**config.mk**
```make
export PLATFORM = sky130hd
export DESIGN_NAME = swk_supervisor
export DESIGN_NICKNAME = d
export VERILOG_FILES = /design/src/rtl/swk_sup_pkg.sv /design/src/rtl/swk_addr_decode.sv /design/src/rtl/swk_ctrl_regs.sv /design/src/rtl/swk_status.sv /design/src/rtl/swk_supervisor.sv
export SDC_FILE = /design/constraint.sdc
export NUM_CORES = 1
export LEC_CHECK = 0
export ABC_AREA = 1
export BUFFER_PORTS_ARGS = -buffer_cell sky130_fd_sc_hd__buf_4
export CORE_AREA = 2 2 39 41
export CTS_CLUSTER_DIAMETER = 150
export DETAILED_ROUTE_END_ITERATION = 10
export DIE_AREA = 0 0 41 43
export GPL_TIMING_DRIVEN = 0
export SLEW_MARGIN = 25
export SYNTH_ARGS = -nofsm -noshare
export SYNTH_HDL_FRONTEND = slang
export SYNTH_SLANG_ARGS = --single-unit
```
**constraint.sdc**
```tcl
create_clock -name clk -period 0.8 [get_ports clk]
set_input_delay 0.04 -clock clk [delete_from_list [all_inputs] [get_ports clk]]
set_output_delay 0.04 -clock clk [all_outputs]
set_load 0.01 [all_outputs]
```
**src/rtl/swk_sup_pkg.sv**
```systemverilog
package swk_sup_pkg;

    // Control state held by the supervisor
    typedef struct packed {
        logic wake_en;
        logic cfg_done;
        logic ovf_ie;
        logic err_ie;
    } swk_regs_t;

    // Decoded write selects for one bus cycle
    typedef struct packed {
        logic sel_en;
        logic sel_cfg;
        logic sel_clr;
        logic sel_ovf_ie;
        logic sel_err_ie;
    } swk_sel_t;

    // Data bits picked out of a write
    typedef struct packed {
        logic en_bit;
        logic cfg_bit;
        logic ovf_ie_bit;
        logic err_ie_bit;
    } swk_wbits_t;

endpackage

```
**src/rtl/swk_addr_decode.sv**
```systemverilog
module swk_addr_decode
    import swk_sup_pkg::*;
#(
    parameter int AW = 8,
    parameter logic [AW-1:0] EN_ADDR     = AW'(8'h10),
    parameter logic [AW-1:0] CFG_ADDR    = AW'(8'h47),
    parameter logic [AW-1:0] CLR_LO      = AW'(8'h30),
    parameter logic [AW-1:0] CLR_HI      = AW'(8'h44),
    parameter logic [AW-1:0] CLR_EXTRA   = AW'(8'h46),
    parameter logic [AW-1:0] OVF_IE_ADDR = AW'(8'h56),
    parameter logic [AW-1:0] ERR_IE_ADDR = AW'(8'h58)
) (
    input  logic          wr_en,
    input  logic [AW-1:0] wr_addr,
    output swk_sel_t      sel
);

    logic in_range;

    always_comb begin
        in_range       = (wr_addr >= CLR_LO) && (wr_addr <= CLR_HI);
        sel.sel_en     = wr_en && (wr_addr == EN_ADDR);
        sel.sel_cfg    = wr_en && (wr_addr == CFG_ADDR);
        sel.sel_clr    = wr_en && (in_range || (wr_addr == CLR_EXTRA));
        sel.sel_ovf_ie = wr_en && (wr_addr == OVF_IE_ADDR);
        sel.sel_err_ie = wr_en && (wr_addr == ERR_IE_ADDR);
    end

endmodule

```
**src/rtl/swk_ctrl_regs.sv**
```systemverilog
module swk_ctrl_regs
    import swk_sup_pkg::*;
#(
    parameter bit OVF_IE_RST = 1'b1,
    parameter bit ERR_IE_RST = 1'b0
) (
    input  logic       clk,
    input  logic       rst_n,
    input  swk_sel_t   sel,
    input  swk_wbits_t wbits,
    input  logic       err_i,
    output swk_regs_t  regs_q
);

    localparam swk_regs_t REGS_RST = '{
        wake_en:  1'b0,
        cfg_done: 1'b0,
        ovf_ie:   OVF_IE_RST,
        err_ie:   ERR_IE_RST
    };

    swk_regs_t regs_d;

    always_comb begin
        regs_d = regs_q;
        if (sel.sel_en) begin
            if (!wbits.en_bit) begin
                regs_d.wake_en = 1'b0;
            end else if (!err_i) begin
                regs_d.wake_en = 1'b1;
            end
        end
        if (sel.sel_cfg) begin
            regs_d.cfg_done = wbits.cfg_bit;
        end else if (sel.sel_clr) begin
            regs_d.cfg_done = 1'b0;
        end
        if (sel.sel_ovf_ie) begin
            regs_d.ovf_ie = wbits.ovf_ie_bit;
        end
        if (sel.sel_err_ie) begin
            regs_d.err_ie = wbits.err_ie_bit;
        end
    end

    always_ff @(posedge clk or negedge rst_n) begin
        if (!rst_n) begin
            regs_q <= REGS_RST;
        end else begin
            regs_q <= regs_d;
        end
    end

endmodule

```
**src/rtl/swk_status.sv**
```systemverilog
module swk_status
    import swk_sup_pkg::*;
(
    input  swk_regs_t regs,
    input  logic      frame_ovf_i,
    output logic      err_o,
    output logic      wake_en_o,
    output logic      irq_o
);

    logic unconfirmed;

    always_comb begin
        unconfirmed = regs.wake_en && !regs.cfg_done;
        err_o       = unconfirmed || frame_ovf_i;
        wake_en_o   = regs.wake_en && regs.cfg_done && !err_o;
        irq_o       = (frame_ovf_i && regs.ovf_ie) || (err_o && regs.err_ie);
    end

endmodule

```
**src/rtl/swk_supervisor.sv**
```systemverilog
module swk_supervisor
    import swk_sup_pkg::*;
#(
    parameter int AW = 8,
    parameter int DW = 8,
    parameter logic [AW-1:0] EN_ADDR     = AW'(8'h10),
    parameter logic [AW-1:0] CFG_ADDR    = AW'(8'h47),
    parameter logic [AW-1:0] CLR_LO      = AW'(8'h30),
    parameter logic [AW-1:0] CLR_HI      = AW'(8'h44),
    parameter logic [AW-1:0] CLR_EXTRA   = AW'(8'h46),
    parameter logic [AW-1:0] OVF_IE_ADDR = AW'(8'h56),
    parameter logic [AW-1:0] ERR_IE_ADDR = AW'(8'h58),
    parameter int EN_BIT     = 7,
    parameter int CFG_BIT    = 7,
    parameter int OVF_IE_BIT = 3,
    parameter int ERR_IE_BIT = 6,
    parameter bit OVF_IE_RST = 1'b1,
    parameter bit ERR_IE_RST = 1'b0
) (
    input  logic          clk,
    input  logic          rst_n,
    input  logic          wr_en,
    input  logic [AW-1:0] wr_addr,
    input  logic [DW-1:0] wr_data,
    input  logic          frame_ovf_i,
    output logic          wake_en_o,
    output logic          err_o,
    output logic          irq_o
);

    swk_sel_t   sel;
    swk_wbits_t wbits;
    swk_regs_t  regs_q;

    always_comb begin
        wbits.en_bit     = wr_data[EN_BIT];
        wbits.cfg_bit    = wr_data[CFG_BIT];
        wbits.ovf_ie_bit = wr_data[OVF_IE_BIT];
        wbits.err_ie_bit = wr_data[ERR_IE_BIT];
    end

    swk_addr_decode #(
        .AW(AW), .EN_ADDR(EN_ADDR), .CFG_ADDR(CFG_ADDR),
        .CLR_LO(CLR_LO), .CLR_HI(CLR_HI), .CLR_EXTRA(CLR_EXTRA),
        .OVF_IE_ADDR(OVF_IE_ADDR), .ERR_IE_ADDR(ERR_IE_ADDR)
    ) u_decode (
        .wr_en   (wr_en),
        .wr_addr (wr_addr),
        .sel     (sel)
    );

    swk_ctrl_regs #(
        .OVF_IE_RST(OVF_IE_RST), .ERR_IE_RST(ERR_IE_RST)
    ) u_regs (
        .clk    (clk),
        .rst_n  (rst_n),
        .sel    (sel),
        .wbits  (wbits),
        .err_i  (err_o),
        .regs_q (regs_q)
    );

    swk_status u_status (
        .regs        (regs_q),
        .frame_ovf_i (frame_ovf_i),
        .err_o       (err_o),
        .wake_en_o   (wake_en_o),
        .irq_o       (irq_o)
    );

endmodule

```
======== Yosys cells after proc, flatten, opt, wreduce, memory -nomap -nowiden ========
Index checks and enable logic that the tools add are counted.
storage, ports and cells
  flip-flop bits (word level) ............. 4
  bits of input ports ..................... 20
  output and inout bits ................... 3
  word-level logic and storage cells ...... 34
cells by class
  order comparisons ....................... 2
  equal/unequal tests ..................... 6
  multiplexer cells ....................... 4
  reductions and logical operators ........ 18
operators by type and width
  cell                count
  $eq 8x7->1 const B  4
  $logic_and 1x1->1   11
  $eq 8x5->1 const B  1
  $ge 8x6->1 const B  1
  $le 8x7->1 const B  1
  $mux 1              4
  $logic_or 1x1->1    3
  $logic_not 1->1     2
  $ne 2x2->1 const B  1
  $reduce_and 2->1    1
  $reduce_bool 2->1   1

======== Longest topological paths before layout ========
  depth in word-level cells ............... 6
  depth in mapped cells ................... 7
  mapped depth without buffers ............ 7

======== Hierarchy ========
A second synthesis with hierarchy kept.
unflattened totals
  cells, all modules ...................... 69
  area, all modules ....................... 390.4 um^2
modules (own cells, without submodules)
  module           times used  cells each  area an instance (um^2)  seq. area each (um^2)
  swk_addr_decode  1           38          181.4                    0.0
  swk_ctrl_regs    1           20          165.2                    101.3
  swk_status       1           11          43.8                     0.0

======== Worst setup path after synthesis ========
OpenSTA, ideal clock, no wires.
  path type ............................... reg-to-output
  start point ............................. register u_regs.regs_q[2] (netlist name)
  end point ............................... output irq_o
  arrival time ............................ 873 ps
  required time ........................... 760 ps
  setup slack ............................. -113 ps
  stages on the path, launching flop included .. 7
  buffers on the path ..................... 0
  path through ............................ dfrtp_1 > inv_1 > nand2_1 > nand2_2 > inv_2 > or2_1 > inv_1
on the way
  word-level cells in the longest chain between the ends .. 5
RTL lines
  element            line                  text
  $logic_not 1->1    swk_status.sv:14      unconfirmed = regs.wake_en && !regs.cfg_done;
  $logic_and 1x1->1  swk_status.sv:14
  $logic_or 1x1->1   swk_status.sv:15      err_o = unconfirmed || frame_ovf_i;
  net err_o          swk_supervisor.sv:27  output logic err_o,
  $logic_and 1x1->1  swk_status.sv:17      irq_o = (frame_ovf_i && regs.ovf_ie) || (err_o && regs.err_ie);
  $logic_or 1x1->1   swk_status.sv:17
  end, declared      swk_supervisor.sv:28  output logic irq_o
The timed path passes the listed nets, and every way through them passes these cells.

======== Worst setup path in the final report ========
  start point ............................. register u_regs.regs_q[2] (netlist name)
  end point ............................... output irq_o
on the way
  word-level cells in the longest chain between the ends .. 5
RTL lines
  element            line
  $logic_not 1->1    swk_status.sv:14
  $logic_and 1x1->1  swk_status.sv:14
  $logic_or 1x1->1   swk_status.sv:15
  $logic_and 1x1->1  swk_status.sv:17
  $logic_or 1x1->1   swk_status.sv:17
No other way between the ends.

==> metrics.md <==
| Metric | Value |
|---|---|
| Status | `complete, but fails checks` |
| Violated checks | `negative setup slack` |
| Worst slew margin | `88.91%` |
| Final Cycle Share | `151.7%` |
| FF-to-FF setup slack | `-0.17 ns` |
| Bufs on Longest Clock Path | `2` |
| Row count | `14` |
| Worst Setup End Kind | `primary output` |
| Max Clock Freq | `824.0 MHz` |
| Worst Skew | `0.000007522 ns` |
| Root buffer cell | `clkbuf_4` |
| Grt ovf | `0` |
| Worst min path class | `primary input to register` |
| Wire length per cell | `8.577 um` |
| CP arrival | `1.17 ns` |
| Compound-Gate Fraction of Synth Area | `2.730%` |
| Fraction of layout cells with a size suffix above 1 | `44.32%` |
| Tot Pwr | `669.2 uW` |
| Synth Area per Inst | `6.010 um^2` |
| Biggest register | `u_regs.regs_q` |
| CP Launch Point | `u_regs.regs_q[2]$_DFFE_PN0P_` |
| PortBufs | `17` |
| CTS tree | `yes` |
| Skew-Pair Late Insertion Delay | `0.23 ns` |
| DIE AREA | `0.001763 mm^2` |
| I/O Pins | `23` |
| CP endpoint | `irq_o` |
| H-tree levels | `1` |
| Mapped Area | `366.6 um^2` |
| Multi-input logic area | `234.0 um^2` |
| Fillers | `141` |
| Hold depth | `3` |
| Biggest regs | `u_regs.regs_q x4` |
| Slew @ Worst Pin | `0.1651 ns` |
| Pleak | `0.3320 nW` |
| Share of Yosys cell area claimed by the top area cell type | `20.48%` |
| Core area | `0.001384 mm^2` |
| DR vias/cell | `4.356` |
| RSZ-0062 raised after global routing | `true` |
| Max FFs per register | `4` |
| Total CTS buffers | `3` |
| Maxcap violations | `0` |
| Library cells used by synthesis | `17` |
| WP data required | `0.76 ns` |
| Final Critical Period | `1.214 ns` |
| # diodes | `0` |
| Final net count | `109` |
| Post-Syn Nets | `81` |
| CTS Sinks | `4` |
| 1st-iter DRT viols | `3` |
| Most frequent cells in the layout | `buf_4 (20), nand2_1 (17), inv_1 (8), nor2_1 (7)` |
| Synth Warn # | `0` |
| Die Width | `41 um` |
| Post-synthesis mux area share | `0%` |
| Critical R2R Launch | `u_regs.regs_q[2]$_DFFE_PN0P_` |
| Routed WL | `892 um` |
| Adder-cell area share of the yosys netlist | `0%` |
| Flops & latches, synth | `4` |
| Starting Density | `26.49%` |
| Critical Path Start Type | `register` |
| Reg2Reg Capture Point | `u_regs.regs_q[3]$_DFFE_PN0P_` |
| Final Hold Fails | `0` |
| Pwr dens | `1098 mW/mm^2` |
| Post-Synthesis Cells | `61` |
| PnR worst setup slack | `-0.4136 ns` |
| Largest net degree at the start of global routing | `8` |
| Leading cell type in the layout, fill and taps excluded | `buf_4` |
| Clock Pin Slew Worst Setup and Hold Paths | `0.04 ns` |
| CP max FO | `2` |
| Die H | `43 um` |
| Final GP Congestion | `0.7425` |
| Gr usage total | `12.00%` |
| Hold_ws | `0.05229 ns` |
| First-pass GRT wire length | `1476 um` |
| Largest family of logic cells by synthesized area | `simple AND/OR/NAND/NOR gates` |
| Drt drc | `0` |
| DP Wirelength | `704.3 um` |
| Final setup viols | `5` |
| Synth Area in Simple Gates | `57.34%` |
| Xor/xnor cell area share of the yosys netlist | `0%` |
| Area delta synth->final | `66.21%` |
| Cell taking the most area after synthesis | `dfrtp_1` |
| Register area | `101.3 um^2` |
| Maximum VDD drop | `0.3746 mV` |
| Post-route ant nets | `0` |
| Final Max Tran Viols | `0` |
| Ranking of synthesized cells by area | `dfrtp_1 (20%), nand2_1 (19%), inv_1 (8.2%)` |
| Router iterations before antenna repair | `4` |
| Share of the yosys chip area belonging to registers | `27.65%` |
| Crit path kind | `register to primary output` |
| Initial antenna violation count | `0` |
| Worst r2r path cells | `8` |
| Vias | `453` |
| Number of global-route vias before repair | `423` |
| Setup WS pre-CTS | `-0.1964 ns` |
[cell families (layout without fill, tap and decap cells)]
| kind of cell | after synthesis | count (layout) |
|---|---|---|
| and+or+nand+nor | 43 | 43 |
| buffers and inverters | 12 | 39 |
| DFF | 4 | 4 |
| AOI/OAI and AO/OA | 2 | 2 |
[how the worst min path moves through the flow]
stage	from	to
after floorplan	rst_n	u_regs.regs_q[0]$_DFFE_PN0P_
after global placement	rst_n	u_regs.regs_q[0]$_DFFE_PN0P_
after global routing	wr_data[3]	u_regs.regs_q[1]$_DFFE_PN1P_
after detailed placement	rst_n	u_regs.regs_q[0]$_DFFE_PN0P_
final	wr_data[3]	u_regs.regs_q[1]$_DFFE_PN1P_
after CTS	wr_data[3]	u_regs.regs_q[1]$_DFFE_PN1P_
[cells in the mapped netlist]
| master | count |
|---|---|
| nor2_4 | 1 |
| nor2_2 | 1 |
| nand3b_1 | 1 |
| dfstp_2 | 1 |
| dfrtp_1 | 3 |
| nor3_1 | 1 |
| inv_1 | 8 |
| nand2_2 | 2 |
| nand4_1 | 4 |
| nor2_1 | 7 |
| inv_2 | 4 |
| a21oi_1 | 1 |
| nand3_1 | 5 |
| nor2b_4 | 1 |
| or2_1 | 1 |
| o21ai_1 | 1 |
| nand2_1 | 19 |
[critical path: stages, from the launching register on]
cell and delay (ns):
dfrtp_1 0.38, inv_1 0.06, nand2_1 0.05, nand2_2 0.07, inv_2 0.04, or2_1 0.19
inv_1 0.06, buf_6 0.09
[metal layers]
layer	track usage [%]	wire, um	vias to the layer above
li1	-	-	244
met1	12.38	370	197
met2	21.56	473	12
met3	1.571	47	0
met4	6.000	0	0
met5	0	0	-
[where the power goes]
group / leakage, nW / internal [mW] / switching, mW
logic: 0.265 / 0.0958 / 0.0849
registers: 0.0519 / 0.213 / 0.00447
clock network: 0.0150 / 0.187 / 0.0841
total: 0.332 / 0.496 / 0.173
[cell type report]
| type | instances | area share, % |
|---|---|---|
| clock buffers | 4 | 4.312 |
| inverters | 12 | 7.392 |
| multi-input cells | 45 | 38.40 |
| flip-flops and latches | 4 | 16.63 |
| well taps | 16 | 3.285 |
| repair buffers | 23 | 29.98 |
[timing repair]
action	in CTS	in global routing
buffers inserted	5	1
hold endpoints to repair	4	0
gates resized for setup	2	4
hold buffers	1	0
setup endpoints to repair	4	5
pin swaps	1	2
[through the flow]
| step | utilization [%] | TNS (ns) | std cells | cell area, um^2 |
|---|---|---|---|---|
| after floorplan | - | -0.1658 | 61 | 366.6 |
| after global placement | 37.16 | -0.2524 | 94 | 514.2 |
| after detailed placement | 37.16 | -0.2644 | 94 | 514.2 |
| after CTS | 43.04 | -1.057 | 104 | 595.6 |
| after global routing | 44.03 | -1.328 | 104 | 609.3 |
| final | 44.03 | -1.057 | 104 | 609.3 |
No activity file was read; power rests on OpenSTA's default activity.
